**src/rtl/sense_pkg.sv**
```systemverilog
package sense_pkg;
  localparam int MODE_W  = 3;
  localparam int BIT_EN  = 7;
  localparam int BIT_DON = 5;
  localparam int BIT_BSY = 4;
  localparam int BIT_CEN = 3;
  localparam int BIT_CMP = 0;

  function automatic logic mode_ok(input logic [MODE_W-1:0] m);
    return (m == 3'b000) || (m == 3'b110) || (m == 3'b111);
  endfunction
endpackage

```
**src/rtl/sense_start.sv**
```systemverilog
module sense_start
  import sense_pkg::*;
(
  input  logic              clk,
  input  logic              rst_n,
  input  logic              req_i,
  input  logic              en_i,
  input  logic [MODE_W-1:0] mode_i,
  input  logic              done_i,
  input  logic              dis_i,
  output logic              start_o,
  output logic              busy_o
);
  logic take;
  assign take = req_i && en_i && !busy_o && mode_ok(mode_i);

  always_ff @(posedge clk or negedge rst_n) begin
    if (!rst_n) begin
      start_o <= 1'b0;
      busy_o  <= 1'b0;
    end else begin
      start_o <= take;
      if (take)                busy_o <= 1'b1;
      else if (done_i || dis_i) busy_o <= 1'b0;
    end
  end

  assert_start_pulse_R4: assert property (@(posedge clk) disable iff (!rst_n)
    start_o |=> !start_o);
  assert_start_mode_R4: assert property (@(posedge clk) disable iff (!rst_n)
    $rose(start_o) |-> $past(mode_ok(mode_i) && en_i));
  assert_busy_with_start_R5: assert property (@(posedge clk) disable iff (!rst_n)
    start_o |-> busy_o);
endmodule

```
**src/rtl/sense_cmp.sv**
```systemverilog
module sense_cmp #(
  parameter int DW = 16
) (
  input  logic          clk,
  input  logic          rst_n,
  input  logic          res_valid_i,
  input  logic [DW-1:0] res_i,
  input  logic [DW-1:0] thr_i,
  input  logic          cmpen_i,
  input  logic          clr_done_i,
  input  logic          clr_cmp_i,
  output logic          done_flag_o,
  output logic          cmp_flag_o,
  output logic          gt_o
);
  assign gt_o = res_valid_i && cmpen_i && (res_i > thr_i);

  always_ff @(posedge clk or negedge rst_n) begin
    if (!rst_n) begin
      done_flag_o <= 1'b0;
      cmp_flag_o  <= 1'b0;
    end else begin
      if (res_valid_i)     done_flag_o <= 1'b1;
      else if (clr_done_i) done_flag_o <= 1'b0;
      if (gt_o)            cmp_flag_o  <= 1'b1;
      else if (clr_cmp_i)  cmp_flag_o  <= 1'b0;
    end
  end

  assert_cmp_rise_R6: assert property (@(posedge clk) disable iff (!rst_n)
    $rose(cmp_flag_o) |-> $past(res_valid_i && cmpen_i && (res_i > thr_i)));
  assert_done_sticky_R3: assert property (@(posedge clk) disable iff (!rst_n)
    $fell(done_flag_o) |-> $past(clr_done_i && !res_valid_i));
  assert_set_wins_R7: assert property (@(posedge clk) disable iff (!rst_n)
    res_valid_i |=> done_flag_o);
endmodule

```
**src/rtl/sense_guard.sv**
```systemverilog
module sense_guard #(
  parameter int CYC = 2
) (
  input  logic clk,
  input  logic rst_n,
  input  logic trig_i,
  output logic blocked_o
);
  localparam int CW = $clog2(CYC + 1);
  logic [CW-1:0] cnt;

  always_ff @(posedge clk or negedge rst_n) begin
    if (!rst_n)          cnt <= '0;
    else if (trig_i)     cnt <= CW'(CYC);
    else if (cnt != '0)  cnt <= cnt - 1'b1;
  end
  assign blocked_o = (cnt != '0);

  assert_guard_open_R9: assert property (@(posedge clk) disable iff (!rst_n)
    trig_i |=> blocked_o);
endmodule

```
**src/rtl/sense_ctl.sv**
```systemverilog
module sense_ctl
  import sense_pkg::*;
#(
  parameter int DW      = 16,
  parameter int AW      = 2,
  parameter int GUARD_C = 2
) (
  input  logic              clk,
  input  logic              rst_n,
  input  logic              reg_we,
  input  logic [AW-1:0]     reg_addr,
  input  logic [7:0]        reg_wdata,
  output logic [7:0]        reg_rdata,
  input  logic [MODE_W-1:0] mode_i,
  output logic              conv_en_o,
  output logic              conv_start_o,
  input  logic              res_valid_i,
  output logic              res_ready_o,
  input  logic [DW-1:0]     res_data_i,
  output logic              irq_o,
  output logic              access_blocked_o
);
  localparam int NB = DW / 8;

  logic          en_q, cmpen_q, busy, done_f, cmp_f, gt;
  logic          wr_ok, wr_ctrl;
  logic [DW-1:0] thr_q;
  logic [7:0]    ctrl_rd;

  assign wr_ok   = reg_we && !access_blocked_o;
  assign wr_ctrl = wr_ok && (reg_addr == '0);
  assign res_ready_o = 1'b1;

  always_ff @(posedge clk or negedge rst_n) begin
    if (!rst_n) begin
      en_q    <= 1'b0;
      cmpen_q <= 1'b0;
    end else if (wr_ctrl) begin
      en_q    <= reg_wdata[BIT_EN];
      cmpen_q <= reg_wdata[BIT_CEN];
    end
  end

  for (genvar b = 0; b < NB; b++) begin : g_thr
    always_ff @(posedge clk or negedge rst_n) begin
      if (!rst_n) thr_q[8*b +: 8] <= '0;
      else if (wr_ok && (reg_addr == AW'(b + 1))) thr_q[8*b +: 8] <= reg_wdata;
    end
  end

  sense_start u_start (
    .clk     (clk),
    .rst_n   (rst_n),
    .req_i   (wr_ctrl && reg_wdata[BIT_BSY] && reg_wdata[BIT_EN]),
    .en_i    (en_q),
    .mode_i  (mode_i),
    .done_i  (res_valid_i),
    .dis_i   (wr_ctrl && !reg_wdata[BIT_EN]),
    .start_o (conv_start_o),
    .busy_o  (busy)
  );

  sense_cmp #(.DW(DW)) u_cmp (
    .clk         (clk),
    .rst_n       (rst_n),
    .res_valid_i (res_valid_i),
    .res_i       (res_data_i),
    .thr_i       (thr_q),
    .cmpen_i     (cmpen_q),
    .clr_done_i  (wr_ctrl && !reg_wdata[BIT_DON]),
    .clr_cmp_i   (wr_ctrl && !reg_wdata[BIT_CMP]),
    .done_flag_o (done_f),
    .cmp_flag_o  (cmp_f),
    .gt_o        (gt)
  );

  sense_guard #(.CYC(GUARD_C)) u_guard (
    .clk       (clk),
    .rst_n     (rst_n),
    .trig_i    (gt),
    .blocked_o (access_blocked_o)
  );

  always_comb begin
    ctrl_rd          = '0;
    ctrl_rd[BIT_EN]  = en_q;
    ctrl_rd[BIT_DON] = done_f;
    ctrl_rd[BIT_BSY] = busy;
    ctrl_rd[BIT_CEN] = cmpen_q;
    ctrl_rd[BIT_CMP] = cmp_f;
    reg_rdata = '0;
    if (reg_addr == '0) reg_rdata = ctrl_rd;
    for (int b = 0; b < NB; b++)
      if (reg_addr == AW'(b + 1)) reg_rdata = thr_q[8*b +: 8];
  end

  assign conv_en_o = en_q;
  assign irq_o     = done_f | (cmp_f & cmpen_q);

  assert_blocked_thr_R9: assert property (@(posedge clk) disable iff (!rst_n)
    access_blocked_o |=> ($stable(thr_q) && $stable(en_q) && $stable(cmpen_q)));
  assert_unused_zero_R8: assert property (@(posedge clk) disable iff (!rst_n)
    (reg_addr == '0) |-> (reg_rdata[6] == 1'b0 && reg_rdata[2:1] == 2'b00));
  assert_start_enabled_R4: assert property (@(posedge clk) disable iff (!rst_n)
    conv_start_o |-> conv_en_o);
endmodule

```
**config.mk**
```make
export PLATFORM = sky130hd
export DESIGN_NAME = sense_ctl
export DESIGN_NICKNAME = d
export VERILOG_FILES = /design/src/rtl/sense_pkg.sv /design/src/rtl/sense_start.sv /design/src/rtl/sense_cmp.sv /design/src/rtl/sense_guard.sv /design/src/rtl/sense_ctl.sv
export SDC_FILE = /design/constraint.sdc
export NUM_CORES = 1
export LEC_CHECK = 0
export ABC_AREA = 0
export BUFFER_PORTS_ARGS = -buffer_cell sky130_fd_sc_hd__buf_2
export CELL_PAD_IN_SITES_DETAIL_PLACEMENT = 1
export CELL_PAD_IN_SITES_GLOBAL_PLACEMENT = 1
export CORE_UTILIZATION = 39
export DETAILED_ROUTE_END_ITERATION = 12
export GPL_ROUTABILITY_DRIVEN = 0
export GPL_TIMING_DRIVEN = 0
export PLACE_DENSITY = 0.81
export SLEW_MARGIN = 5
export SYNTH_ARGS = -nofsm -noshare
export SYNTH_HDL_FRONTEND = slang
export SYNTH_SLANG_ARGS = --single-unit
```
**constraint.sdc**
```tcl
create_clock -name clk -period 2.2 [get_ports clk]
set_input_delay 0 -clock clk [delete_from_list [all_inputs] [get_ports clk]]
set_output_delay 0 -clock clk [all_outputs]
set_load 0.01 [all_outputs]
```
==> impl_metrics.json <==
{
  "clock_tree.root_cell": "clkbuf_8",
  "yosysSeqAreaShare_pct": 38.5,
  "ys.flop_type": "dfrtp_1",
  "clkLatencyLatePin_ns": 0.27,
  "finalCritPeriodShare_pct": 89.9,
  "worstPathMaxFanout": 4,
  "min_to": "thr_q[12]",
  "finalSetupViolCount": 0,
  "ios": 46,
  "netlist_instances": 151,
  "place_area_um2": 1840,
  "tightest_slew_ns": 0.550,
  "grt_pass1_vias": 1477,
  "r2r_start": "thr_q[15]",
  "io_buffer_count": 43,
  "drc": 0,
  "synthMuxAreaShare_pct": 16.2,
  "cts_buffer_depth": 2,
  "finalNetCount": 257,
  "synthSimpleGateAreaFrac_pct": 13.6,
  "die_height_um": 65.3,
  "synth_top_family_by_area": "multiplexers",
  "vias": 1305,
  "antenna_found_initial": 0,
  "overflow": 0,
  "synthAdderAreaFrac_pct": 13.6,
  "track_usage_pct": 20.8,
  "grt_max_degree": 25,
  "slew_headroom_pct": 63.3,
  "synth_xor_area_share_pct": 0.561,
  "setup_tns_ns": 0,
  "grt_pass1_wl_um": 6620,
  "cts-resized-gates": 0,
  "power_density_nw_per_um2": 1030,
  "worstSetupEndpointType": "register",
  "drv_cap": 0,
  "outcome": "completed",
  "fill_cells": 443,
  "max_freq_mhz": 506,
  "irDropWorstVdd_v": 0.000453,
  "postLayoutCoreUtil_pct": 52.3,
  "antenna_left": 0,
  "hp-class": "in -> reg",
  "antennaDiodeCount": 0,
  "min_from": "reg_wdata[4]",
  "synth_area_per_cell_um2": 10.3,
  "skew_ns": 0.00272,
  "synth_cell_types": 34,
  "synth_nets": 201,
  "drive_above_1_share_pct": 36.1,
  "num_rows": 22,
  "hold_viol": 0,
  "synth-edff-count": 0,
  "total_power_mw": 2.02,
  "fin_area_um2": 1960,
  "path_clk_slew_ns": 0.08,
  "p_leak_nw": 0.984,
  "synth_warnings": 0,
  "dpl.hpwl_um": 3190,
  "synth_seq_cells": 24,
  "synth_area_um2": 1560,
  "cts_setup_buffers": 0,
  "final_cell_mix": "buf_2, dfrtp_1, inv_1",
  "cts_buffers": 3,
  "multiInputGateArea_um2": 868,
  "clock-sinks": 24,
  "syn2layout_area_growth_pct": 25.4,
  "synth_compound_area_share_pct": 11.4,
  "cts.htree.levels": 1,
  "drtPass1Iterations": 4,
  "drtIter0Drc": 15,
  "seq_area_um2": 601,
  "path_class": "reg -> reg",
  "reg2regPathDepth": 7,
  "vias_per_cell": 5.16,
  "r2r_end": "u_guard.cnt[1]",
  "wl_per_cell_um": 15.6,
  "startpoint_type": "register",
  "drt-total-wl_um": 3940,
  "initial_core_util_pct": 41.7,
  "rsz0062_at_grt": "no",
  "critPathRequiredTime_ns": 2.36,
  "core_region_area_um2": 3740,
  "r2r_setup_slack_ns": 0.22,
  "cts_tree": "built",
  "cp_data_arrival_time_ns": 2.14,
  "finalMaxSlewViolations": 0,
  "final_common_cell": "buf_2",
  "async_flop_share_pct": 100,
  "hold_depth": 2,
  "fin_crit_ns": 1.98,
  "fp.dieW_um": 65.3,
  "die-area_um2": 4260
}
[flip-flops by register name, summed over array words and instances (netlist names)]
register	cells
cmpen_q	1
conv_en_o	1
thr_q	16
u_cmp.cmp_flag_o	1
u_cmp.done_flag_o	1
u_guard.cnt	2
u_start.busy_o	1
u_start.start_o	1
[area by class of cell]
| class | count | area share, % |
|---|---|---|
| repair buffers | 51 | 15.1 |
| well taps | 48 | 3.07 |
| clock buffers | 3 | 2.11 |
| flip-flops and latches | 24 | 30.7 |
| plain buffers | 4 | 1.09 |
| inverters | 19 | 3.64 |
| multi-input cells | 104 | 44.3 |
[critical path: stages, from the launching register on]
cell and delay [ns]:
dfrtp_1 0.37, inv_1 0.05, ha_1 0.31, nand4_2 0.18, nor4_2 0.38, a41o_2 0.27
a31oi_4 0.04, a211o_1 0.27
[metrics by stage]
step,hold WS [ns],setup WS [ns],std cells
3_3_place_gp,0.00652,0.237,242
3_5_place_dp,0.0147,0.207,242
6_report,0.0117,0.223,253
2_1_floorplan,-0.296,0.425,151
5_1_grt,0.0135,0.0704,253
4_1_cts,0.00325,0.199,252
[logic make-up (layout without fill, tap and decap cells)]
| group | count (synthesis) | in the layout |
|---|---|---|
| AOI/OAI and AO/OA | 26 | 26 |
| muxes | 23 | 23 |
| other | 1 | 1 |
| xor gates and xnor gates | 1 | 1 |
| DFF | 24 | 24 |
| and+or+nand+nor | 36 | 36 |
| buffers and inverters | 23 | 77 |
| adders and majority gates | 17 | 17 |
[worst max-delay path by stage]
| stage | endpoint | startpoint |
|---|---|---|
| 3_5_place_dp | u_guard.cnt[1] | thr_q[15] |
| 6_report | u_guard.cnt[1] | thr_q[15] |
| 2_1_floorplan | u_guard.cnt[1] | thr_q[15] |
| 4_1_cts | u_guard.cnt[1] | thr_q[15] |
| 5_1_grt | u_guard.cnt[1] | thr_q[13] |
| 3_3_place_gp | u_guard.cnt[1] | thr_q[15] |
[power breakdown]
part | total (mW) | switching [mW] | internal, mW | leakage [nW]
clock | 0.260 | 0.138 | 0.123 | 0.0216
combinational | 0.966 | 0.492 | 0.473 | 0.673
sequential | 0.793 | 0.158 | 0.635 | 0.289
total | 2.02 | 0.788 | 1.23 | 0.984
[synthesized netlist by cell type, types with 2 or more instances]
master,number,share of area [%]
ha_1,17,14
a22o_1,3,1.7
nor2b_1,3,1.2
inv_1,19,4.6
mux2_2,18,13
nand2b_1,2,0.80
nand2_1,12,2.9
nand3_1,2,0.64
mux2i_1,5,3.2
nor3_1,4,1.3
buf_2,2,0.64
o21ai_0,10,3.2
nor2_1,4,0.96
a21oi_1,7,2.2
dfrtp_1,24,38
[timing repair]
item                                    4_1_cts  5_1_grt
hold buffers                                  7        1
endpoints found under the setup margin        0        0
endpoints found under the hold margin        34        1
[layer usage]
layer | wire, um | share of wire (%) | track usage (%) | vias to the layer above
li1 | - | - | - | 634
met1 | 1610 | 41 | 22.4 | 635
met2 | 2170 | 55 | 41.0 | 31
met3 | 120 | 3.0 | 3.99 | 5
met4 | 34 | 0.86 | 4.89 | 0
met5 | 0 | 0 | 0 | -
Power figures use the tool's default switching activity.
